### config.mk
export PLATFORM = sky130hd
export DESIGN_NAME = spr_line_sel
export DESIGN_NICKNAME = d
export VERILOG_FILES = /design/src/rtl/spr_pkg.sv /design/src/rtl/spr_match.sv /design/src/rtl/spr_slots.sv /design/src/rtl/spr_prio.sv /design/src/rtl/spr_line_sel.sv
export SDC_FILE = /design/constraint.sdc
export NUM_CORES = 1
export LEC_CHECK = 0
export CORE_MARGIN = 2
export CORE_UTILIZATION = 55
export DETAILED_ROUTE_END_ITERATION = 8
export DONT_BUFFER_PORTS = 1
export PLACE_DENSITY_LB_ADDON = 0.1
export SETUP_SLACK_MARGIN = 0.5
export SLEW_MARGIN = 30
export SYNTH_ARGS = -nofsm -noshare
export SYNTH_HDL_FRONTEND = slang
export SYNTH_HIERARCHICAL = 1
export SYNTH_SLANG_ARGS = --single-unit
### constraint.sdc
create_clock -name clk -period 62.3 [get_ports clk]
set_input_delay 12.46 -clock clk [delete_from_list [all_inputs] [get_ports clk]]
set_output_delay 12.46 -clock clk [all_outputs]
set_load 0.005 [all_outputs]
### src/rtl/spr_pkg.sv
package spr_pkg;

  typedef enum logic {
    SCAN_IDLE = 1'b0,
    SCAN_RUN  = 1'b1
  } scan_st_e;

  localparam int ENTRY_W = 32;

endpackage

### src/rtl/spr_match.sv
module spr_match #(
  parameter int YOFS     = 16,
  parameter int LINE_W   = 8,
  parameter int ADDR_W   = 16,
  parameter logic [15:0] PAT_BASE = 16'h8000
) (
  input  logic [LINE_W-1:0] line_i,
  input  logic              tall_i,
  input  logic [7:0]        ypos_i,
  input  logic [7:0]        xpos_i,
  input  logic [7:0]        pat_i,
  output logic              hit_o,
  output logic [ADDR_W-1:0] addr_o
);
  localparam int DW = LINE_W + 2;

  logic [DW-1:0] sum;
  logic [DW-1:0] diff;
  logic [DW-1:0] height;
  logic [3:0]    row;
  logic [7:0]    tile;
  logic          hidden;

  always_comb begin
    sum    = DW'(line_i) + DW'(YOFS);
    diff   = sum - DW'(ypos_i);
    height = tall_i ? DW'(16) : DW'(8);
    hidden = (xpos_i == 8'd0) && (ypos_i == 8'd0);
    hit_o  = (sum >= DW'(ypos_i)) && (diff < height) && !hidden;
    row    = diff[3:0] & (tall_i ? 4'hF : 4'h7);
    tile   = tall_i ? {pat_i[7:1], 1'b0} : pat_i;
    addr_o = ADDR_W'(PAT_BASE) + ADDR_W'({tile, 4'b0000}) + ADDR_W'({row, 1'b0});
  end

endmodule

### src/rtl/spr_slots.sv
module spr_slots #(
  parameter int MAX_SEL = 10,
  parameter int IDX_W   = 6,
  parameter int SLOT_W  = 4,
  parameter int ADDR_W  = 16
) (
  input  logic                          clk,
  input  logic                          wr_en,
  input  logic [SLOT_W-1:0]             wr_slot,
  input  logic [IDX_W-1:0]              wr_idx,
  input  logic [7:0]                    wr_x,
  input  logic [ADDR_W-1:0]             wr_addr,
  input  logic [SLOT_W-1:0]             rd_slot,
  output logic [IDX_W-1:0]              rd_idx,
  output logic [7:0]                    rd_x,
  output logic [ADDR_W-1:0]             rd_addr,
  output logic [MAX_SEL-1:0][7:0]       x_all,
  output logic [MAX_SEL-1:0][IDX_W-1:0] idx_all
);
  logic [MAX_SEL-1:0][ADDR_W-1:0] addr_q;

  for (genvar g = 0; g < MAX_SEL; g++) begin : g_slot
    logic sel_en;
    assign sel_en = wr_en && (wr_slot == SLOT_W'(g));
    always_ff @(posedge clk) begin
      if (sel_en) begin
        idx_all[g] <= wr_idx;
        x_all[g]   <= wr_x;
        addr_q[g]  <= wr_addr;
      end
    end
  end

  always_comb begin
    rd_idx  = '0;
    rd_x    = '0;
    rd_addr = '0;
    if (rd_slot < SLOT_W'(MAX_SEL)) begin
      rd_idx  = idx_all[rd_slot];
      rd_x    = x_all[rd_slot];
      rd_addr = addr_q[rd_slot];
    end
  end

endmodule

### src/rtl/spr_prio.sv
module spr_prio #(
  parameter int MAX_SEL = 10,
  parameter int IDX_W   = 6,
  parameter int SLOT_W  = 4,
  parameter int CNT_W   = 4,
  parameter int XOFS    = 8,
  parameter int SPR_W   = 8
) (
  input  logic [7:0]                    pix_i,
  input  logic [CNT_W-1:0]              cnt_i,
  input  logic [MAX_SEL-1:0][7:0]       x_all,
  input  logic [MAX_SEL-1:0][IDX_W-1:0] idx_all,
  output logic                          win_valid,
  output logic [SLOT_W-1:0]             win_slot,
  output logic [IDX_W-1:0]              win_idx
);
  logic [MAX_SEL-1:0] cov;
  logic [8:0]         shifted;

  assign shifted = {1'b0, pix_i} + 9'(XOFS);

  for (genvar g = 0; g < MAX_SEL; g++) begin : g_cov
    logic [8:0] rel;
    assign rel    = shifted - {1'b0, x_all[g]};
    assign cov[g] = (CNT_W'(g) < cnt_i) && (shifted >= {1'b0, x_all[g]}) && (rel < 9'(SPR_W));
  end

  logic [7:0] best_x;

  always_comb begin
    win_valid = 1'b0;
    win_slot  = '0;
    best_x    = '0;
    for (int i = 0; i < MAX_SEL; i++) begin
      if (cov[i] && (!win_valid || (x_all[i] < best_x))) begin
        win_valid = 1'b1;
        win_slot  = SLOT_W'(i);
        best_x    = x_all[i];
      end
    end
    win_idx = win_valid ? idx_all[win_slot] : '0;
  end

endmodule

### src/rtl/spr_line_sel.sv
module spr_line_sel #(
  parameter int N_ENT   = 40,
  parameter int MAX_SEL = 10,
  parameter int YOFS    = 16,
  parameter int XOFS    = 8,
  parameter int IDX_W   = $clog2(N_ENT),
  parameter int SLOT_W  = $clog2(MAX_SEL),
  parameter int CNT_W   = $clog2(MAX_SEL + 1)
) (
  input  logic              clk,
  input  logic              rst_n,
  input  logic              start,
  input  logic [7:0]        line_y,
  input  logic              tall,
  output logic [IDX_W-1:0]  oam_idx,
  input  logic [31:0]       oam_rdata,
  output logic              busy,
  output logic              done,
  output logic [CNT_W-1:0]  slot_cnt,
  input  logic [SLOT_W-1:0] rd_slot,
  output logic [IDX_W-1:0]  rd_idx,
  output logic [7:0]        rd_x,
  output logic [15:0]       rd_addr,
  input  logic [7:0]        pix_x,
  output logic              win_valid,
  output logic [SLOT_W-1:0] win_slot,
  output logic [IDX_W-1:0]  win_idx
);
  import spr_pkg::*;

  localparam int LAST = N_ENT - 1;

  // reset: asynchronous assertion, synchronous release
  logic [1:0] rst_pipe;
  logic       rst_ok;
  always_ff @(posedge clk or negedge rst_n) begin
    if (!rst_n) rst_pipe <= 2'b00;
    else        rst_pipe <= {rst_pipe[0], 1'b1};
  end
  assign rst_ok = rst_pipe[1];

  scan_st_e         st_q, st_d;
  logic [IDX_W-1:0] cnt_q, cnt_d;
  logic [CNT_W-1:0] sel_q, sel_d;
  logic [7:0]       line_q, line_d;
  logic             tall_q, tall_d;
  logic             done_q, done_d;

  logic             hit;
  logic [15:0]      row_addr;
  logic             wr_en;

  spr_match #(.YOFS(YOFS), .LINE_W(8), .ADDR_W(16)) u_match (
    .line_i (line_q),
    .tall_i (tall_q),
    .ypos_i (oam_rdata[7:0]),
    .xpos_i (oam_rdata[15:8]),
    .pat_i  (oam_rdata[23:16]),
    .hit_o  (hit),
    .addr_o (row_addr)
  );

  always_comb begin
    st_d   = st_q;
    cnt_d  = cnt_q;
    sel_d  = sel_q;
    line_d = line_q;
    tall_d = tall_q;
    done_d = 1'b0;
    wr_en  = 1'b0;
    case (st_q)
      SCAN_IDLE: begin
        if (start) begin
          st_d   = SCAN_RUN;
          cnt_d  = '0;
          sel_d  = '0;
          line_d = line_y;
          tall_d = tall;
        end
      end
      SCAN_RUN: begin
        if (hit && (sel_q < CNT_W'(MAX_SEL))) begin
          wr_en = 1'b1;
          sel_d = sel_q + 1'b1;
        end
        if (cnt_q == IDX_W'(LAST)) begin
          st_d   = SCAN_IDLE;
          done_d = 1'b1;
        end else begin
          cnt_d = cnt_q + 1'b1;
        end
      end
      default: st_d = SCAN_IDLE;
    endcase
  end

  always_ff @(posedge clk or negedge rst_ok) begin
    if (!rst_ok) begin
      st_q   <= SCAN_IDLE;
      cnt_q  <= '0;
      sel_q  <= '0;
      line_q <= '0;
      tall_q <= 1'b0;
      done_q <= 1'b0;
    end else begin
      st_q   <= st_d;
      cnt_q  <= cnt_d;
      sel_q  <= sel_d;
      line_q <= line_d;
      tall_q <= tall_d;
      done_q <= done_d;
    end
  end

  logic [MAX_SEL-1:0][7:0]       x_all;
  logic [MAX_SEL-1:0][IDX_W-1:0] idx_all;

  spr_slots #(.MAX_SEL(MAX_SEL), .IDX_W(IDX_W), .SLOT_W(SLOT_W), .ADDR_W(16)) u_slots (
    .clk     (clk),
    .wr_en   (wr_en),
    .wr_slot (sel_q[SLOT_W-1:0]),
    .wr_idx  (cnt_q),
    .wr_x    (oam_rdata[15:8]),
    .wr_addr (row_addr),
    .rd_slot (rd_slot),
    .rd_idx  (rd_idx),
    .rd_x    (rd_x),
    .rd_addr (rd_addr),
    .x_all   (x_all),
    .idx_all (idx_all)
  );

  spr_prio #(.MAX_SEL(MAX_SEL), .IDX_W(IDX_W), .SLOT_W(SLOT_W), .CNT_W(CNT_W),
             .XOFS(XOFS), .SPR_W(8)) u_prio (
    .pix_i     (pix_x),
    .cnt_i     (sel_q),
    .x_all     (x_all),
    .idx_all   (idx_all),
    .win_valid (win_valid),
    .win_slot  (win_slot),
    .win_idx   (win_idx)
  );

  assign oam_idx  = cnt_q;
  assign busy     = (st_q == SCAN_RUN);
  assign done     = done_q;
  assign slot_cnt = sel_q;

endmodule

==> flow_summary_export.csv, run 1 <==
group,metric,value,unit
status,status,"finished clean",
clock_network,ctsHoldBuffers,0,
timing,clock_skew,12.0,ps
cells_and_area,areaGrowthSynthToFinish,7.53,%
route,drcViolationCount,0,
pwr,peakVddDrop,0.0363,mV
logic_synthesis,yosysTopAreaCell,"edfxtp_1",
clock_network,clk_pin_slew,70,ps
place,gp_congestion,0.895,
logic_synthesis,synthCells,1748,
floorplan,io_pins,109,
floorplan,start_util,56.0,%
global_route,grt_pass1_vias,13900,
clock_network,cts_resized,0,
logic_synthesis,ys.flop_type,"edfxtp_1",
timing,fin_crit,48530,ps
timing,rsz0062_at_grt,"false",
global_route,track_usage,27.9,%
route,ant_nets,0,
flow_run,maxCapViolations,0,
logic_synthesis,async_reset_ff_share,7.12,%
global_route,grt_pass1_wl,81000,um
route,vias,14200,
worst_setup_path,required,49840,ps
timing,fmax,20.6,MHz
cells_and_area,layout_common_cells,"edfxtp_1, ha_1, inv_1",
pwr,p_per_area,26.0,nW/um2
logic_synthesis,synthesis.area,19900,um2
worst_setup_path,slowest_stage,"xnor2_2",
clock_network,cts_buffer_depth,3,
worst_setup_path,path_class,"input pin to output pin",
place,hpwlAfterDp,38200,um
floorplan,core_area,35600,um2
worst_setup_path,cp_common_cell,"a21oi_1",
worst_hold_path,hold_class,"flop to asynchronous set/reset pin",
logic_synthesis,yosys.area_share.xor_xnor,0.880,%
cells_and_area,postLayoutCellArea,21400,um2
cells_and_area,final_common_cell,"edfxtp_1",
floorplan,die_x,194,um
logic_synthesis,synth_top_family_by_area,"compound AO/OA/AOI/OAI gates",
worst_setup_path,ff2ff_path_depth,17,
pwr,leakage,8.24,nW
global_route,antenna_found_initial,1,
floorplan,fp.dieH,194,um
worst_setup_path,startpoint_type,"input pin",
clock_network,cts.sinks,323,
route,first_iter_violations,1088,
route,firstDrtPassIters,7,
logic_synthesis,synth.distinct_cells,100,
logic_synthesis,netlist_top_cells_area,"edfxtp_1, ha_1, mux2i_1",
route,wl_per_cell,24.0,um
worst_setup_path,cp_slowest_stage_delay,720,ps
timing,max_slew_margin,36.7,%
logic_synthesis,synth_edf_count,300,
timing,finalCritPeriodShare,77.9,%
place,post_dp_cell_area,20400,um2
logic_synthesis,synthAdderAreaFrac,9.84,%
logic_synthesis,syn_area_per_cell,11.4,um2
clock_network,cts_made_buffers,29,
worst_setup_path,r2r-start,"line_q[0]",
clock_network,cts_tree,"built",
worst_setup_path,arrival,36070,ps
cells_and_area,antenna_cells,0,
worst_setup_path,cp_max_fo,19,
cells_and_area,drive_gt1_share,10.3,%
worst_setup_path,r2r_end,"u_slots/idx_all[24]",
place,numPortBuffers,0,
timing,setup_viol,0,
global_route,grt_max_degree,116,
timing,slew_violations,0,
cells_and_area,final_nets,1954,
logic_synthesis,synth_top_area_share,45.3,%
floorplan,row_count,69,
route,via_per_inst,6.36,
floorplan,dieArea,37700,um2
cells_and_area,fillers,2908,
logic_synthesis,synthMuxAreaShare,10.7,%
route,drt_wl_total,53500,um
clock_network,root_buffer,"clkbuf_16",
timing,tns,0,ps
clock_network,clk_latency,550,ps
clock_network,h-tree-depth,1,
logic_synthesis,yosys.area_share.simple,10.8,%
clock_network,cts_setup_buffers,0,
timing,finalHoldViolCount,0,
global_route,grt-ovfl-total,0,
worst_setup_path,crit_path_end_kind,"output pin",
logic_synthesis,ys_ff_latch,323,
logic_synthesis,yosysWarnings,6,
timing,tightestPinTransition,945,ps
worst_setup_path,r2r_slack,57300,ps
logic_synthesis,synth_compound_area_share,14.6,%
logic_synthesis,ys_seq_area_share,48.1,%
## through the flow
stage	hold WS [ps]	util, %	total power (W)	instances	setup slack, ps
floorplan	267	-	0.000349	1751	17190
global placement	336	56.9	0.000374	2165	13810
detailed placement	336	57.4	0.000378	2172	13860
CTS	350	60.2	0.000559	2226	13760
global route	277	60.2	0.000581	2226	12150
finish	228	60.2	0.000557	2226	13770
## worst max-delay path by stage
stage,start,to,slack (ps),cells after the start
global placement,pix_x[4],win_idx[5],13810,92
detailed placement,pix_x[4],win_idx[5],13860,89
CTS,pix_x[4],win_idx[5],13760,89
global route,pix_x[3],win_idx[5],12150,85
finish,pix_x[4],win_idx[5],13770,92
floorplan,pix_x[3],win_idx[0],17190,100
## cells in the mapped netlist (12+ instances only)
| library cell | count |
|---|---|
| edfxtp_1 | 300 |
| ha_1 | 155 |
| inv_1 | 137 |
| nor2_1 | 122 |
| mux2i_1 | 119 |
| a21oi_1 | 98 |
| nand2_1 | 84 |
| o22ai_1 | 70 |
| o21ai_0 | 63 |
| mux2_2 | 46 |
| a21o_1 | 30 |
| nor3_1 | 30 |
| nor2b_1 | 25 |
| nand3_1 | 24 |
| dfrtp_1 | 23 |
| nand2b_1 | 22 |
| o32ai_1 | 21 |
| clkbuf_1 | 20 |
| nand4_1 | 15 |
| o21a_1 | 15 |
| a31oi_1 | 14 |
| buf_2 | 14 |
| and3_1 | 13 |
| buf_6 | 13 |
| mux4_2 | 13 |
| buf_4 | 12 |
| o211ai_1 | 12 |
## kinds of logic after synthesis
logic type | after synthesis
flip-flops | 323
multiplexers | 188
other | 3
AO/OA/AOI/OAI | 432
XOR/XNOR | 20
AND/OR/NAND/NOR | 422
buffers and inverters | 204
adder cells (fa/ha/maj) | 156
## layout make-up
| cell class | instances | area (um2) | area share [%] |
|---|---|---|---|
| inverters | 138 | 518 | 2.42 |
| multi-input cells | 1224 | 9430 | 44.1 |
| clock inverters | 24 | 253 | 1.18 |
| clock buffers | 30 | 729 | 3.41 |
| well taps | 461 | 577 | 2.69 |
| repair buffers | 26 | 310 | 1.45 |
| flip-flops and latches | 323 | 9590 | 44.8 |
## critical path, delay by kind of cell
family / cells / cell delay (ps)
adders and majority gates: 10 / 3190
and+or+nand+nor: 26 / 6880
AOI/OAI and AO/OA: 43 / 9930
xor gates and xnor gates: 1 / 720
muxes: 5 / 1670
buffers and inverters: 7 / 1100
## sequential cells by signal (all words and copies together), names as in the netlist
name,cells
u_slots/addr_q,160
u_slots/x_all,80
u_slots/idx_all,60
line_q,8
oam_idx,6
slot_cnt,4
rst_pipe,2
busy,1
done,1
tall_q,1
## power by group
part | internal (W) | leakage, nW | switching (W) | total (W)
logic | 0.0000410 | 4.78 | 0.0000625 | 0.000103
clock network | 0.000106 | 0.479 | 0.0000772 | 0.000183
registers | 0.000258 | 2.99 | 0.0000122 | 0.000270
## per-layer routing
layer	wire, um	GRT usage, %	vias to the layer above
met5	0	0	-
met4	1350	7.58	0
met3	3070	3.08	85
met2	25700	47.4	445
met1	23300	38.2	6958
li1	-	-	6667
Power figures use the tool's default switching activity.
==> run 2: changes to the inputs <==
==> constraint.sdc (replaced) <==
create_clock -name clk -period 45 [get_ports clk]
set_input_delay 9 -clock clk [delete_from_list [all_inputs] [get_ports clk]]
set_output_delay 9 -clock clk [all_outputs]
set_load 0.005 [all_outputs]
==> run 2 against run 1 <==
Non-clock buffer count stayed put. Cell count about the same. Wire length fell by 0.39%. Clock skew grew 1.6 ps. Sequential share of layout area up 0.18 points. Worst setup slack got worse by 10000 ps. First-iteration DRC count up 5.2%. Critical path type unchanged.
==> flow_summary_export.csv, run 2 (synthesis results as in run 1) <==
group,metric,value,unit
global_route,grt_max_degree,116,
pwr,p_per_area,35.2,nW/um2
timing,tns,0,ps
worst_setup_path,arrival,32550,ps
timing,tightestPinTransition,913,ps
worst_setup_path,startpoint_type,"input pin",
worst_setup_path,path_class,"input pin to output pin",
global_route,track_usage,27.8,%
cells_and_area,antenna_cells,0,
cells_and_area,areaGrowthSynthToFinish,7.09,%
clock_network,cts_resized,0,
worst_setup_path,slowest_stage,"a2111oi_0",
timing,holdWs,228,ps
route,drcViolationCount,0,
global_route,grt_util_met1,38.2,%
timing,finalCritPeriodShare,92.3,%
worst_setup_path,cp_num_buf_inv,7,
cells_and_area,drive_gt1_share,9.98,%
cells_and_area,largest_reg_flops,160,
floorplan,io_pins,109,
clock_network,clk_pin_slew,70,ps
clock_network,cts_setup_buffers,0,
timing,clock_skew,13.6,ps
route,wl_per_cell,23.9,um
worst_setup_path,crit_path_end_kind,"output pin",
clock_network,cts_buffer_depth,3,
clock_network,root_buffer,"clkbuf_16",
worst_setup_path,crit_family,"compound AO/OA/AOI/OAI gates",
worst_setup_path,r2r_end,"u_slots/addr_q[76]",
timing,rsz0062_at_grt,"false",
cells_and_area,regMostFlops,"u_slots/addr_q",
worst_hold_path,hold_class,"flop to asynchronous set/reset pin",
place,post_dp_cell_area,20400,um2
place,placed_cells,2172,
global_route,grt_pass1_vias,13900,
global_route,grt_pass1_wl,81200,um
worst_setup_path,cp_slowest_stage_delay,750,ps
cells_and_area,final_common_cell,"edfxtp_1",
timing,slew_violations,0,
timing,finalHoldViolCount,0,
worst_setup_path,cp_max_fo,19,
floorplan,die_x,194,um
route,vias,14300,
worst_setup_path,r2r_slack,40000,ps
global_route,grt-ovfl-total,0,
timing,max_slew_margin,38.7,%
cells_and_area,final_nets,1954,
timing,fmax,24.1,MHz
route,first_iter_violations,1145,
cells_and_area,fillers,2893,
worst_setup_path,cp_common_cell,"a21oi_1",
cells_and_area,layout_common_cells,"edfxtp_1, ha_1, inv_1",
place,numPortBuffers,0,
route,firstDrtPassIters,5,
global_route,use_met2,46.3,%
timing,setup_viol,0,
route,ant_nets,0,
timing,fin_crit,41550,ps
clock_network,h-tree-depth,1,
place,gp_congestion,0.904,
clock_network,cts_made_buffers,29,
global_route,busiest_layer,"met2",
floorplan,start_util,56.0,%
place,hpwlAfterDp,37900,um
floorplan,dieArea,37700,um2
floorplan,row_count,69,
clock_network,cts_tree,"built",
floorplan,fp.dieH,194,um
clock_network,clk_latency,550,ps
worst_setup_path,ff2ff_path_depth,17,
global_route,grtUsageMet3,3.57,%
cells_and_area,postLayoutCellArea,21300,um2
global_route,antenna_found_initial,1,
cells_and_area,fin_cells,2225,
clock_network,ctsHoldBuffers,0,
flow_run,maxCapViolations,0,
clock_network,cts.sinks,323,
pwr,peakVddDrop,0.0375,mV
route,drt_wl_total,53200,um
worst_setup_path,r2r-start,"line_q[0]",
status,status,"finished clean",
floorplan,core_area,35600,um2
cells_and_area,top_regs,"u_slots/addr_q (160), u_slots/x_all (80), u_slots/idx_all (60)",
route,via_per_inst,6.42,
pwr,leakage,8.20,nW
worst_setup_path,required,36000,ps
==> run 2: cell types whose count changed in the layout (fill, tap and decap cells not counted) <==
cell        change
clkbuf_1        +8
a2111oi_0       +1
bufinv_16       -4
a2111oi_1       -1
clkinv_2        -4
clkbuf_8        +3
clkinv_4        +1
clkinvlp_4      -2
clkinv_1        -3
==> run 2: metrics by stage <==
stage          total power, W  setup slack (ps)  utilization (%)
6_report             0.000751              3450             59.9
5_1_grt              0.000785              1420             59.9
2_1_floorplan        0.000483              6810                -
3_3_place_gp         0.000517              3480             56.9
4_1_cts              0.000753              3450             59.9
3_5_place_dp         0.000523              3540             57.4
==> run 2: worst reg2reg max path, cell delays in order (launching register included) <==
cell,delay (ps)
dfrtp_1,340
inv_1,50
ha_1,220
fa_1,410
nor2b_1,160
o21a_1,150
nor2_1,60
xnor2_1,130
ha_1,210
a2111oi_2,350
o2111ai_1,160
a311oi_1,240
and4_1,280
nand3_1,180
inv_1,220
nand3b_1,320
nor3_2,640
buf_4,510
==> run 2: worst max path at each step <==
stage / startpoint / to / slack [ps] / cells after the start
2_1_floorplan: pix_x[3] / win_idx[0] / 6810 / 100
3_3_place_gp: pix_x[4] / win_idx[5] / 3480 / 92
3_5_place_dp: pix_x[4] / win_idx[5] / 3540 / 92
4_1_cts: pix_x[4] / win_idx[5] / 3450 / 92
5_1_grt: pix_x[4] / win_idx[5] / 1420 / 91
6_report: pix_x[4] / win_idx[5] / 3450 / 92
==> run 2: layout make-up <==
class / count / area (um2) / share of cell area, %
clock buffers: 41 / 801 / 3.76
clock inverters: 12 / 95.1 / 0.446
inverters: 138 / 518 / 2.43
multi-input cells: 1224 / 9430 / 44.2
flip-flops and latches: 323 / 9590 / 45.0
well taps: 461 / 577 / 2.71
repair buffers: 26 / 310 / 1.46
==> run 2: routing by layer <==
layer / routed length [um] / vias to the layer above
met5: 0 / -
met4: 1600 / 0
met3: 3560 / 106
met2: 25000 / 503
met1: 23100 / 7017
li1: - / 6654
==> run 2: power by group <==
group	internal (W)	switching, W
logic	0.0000567	0.0000864
registers	0.000357	0.0000169
clock network	0.000130	0.000104
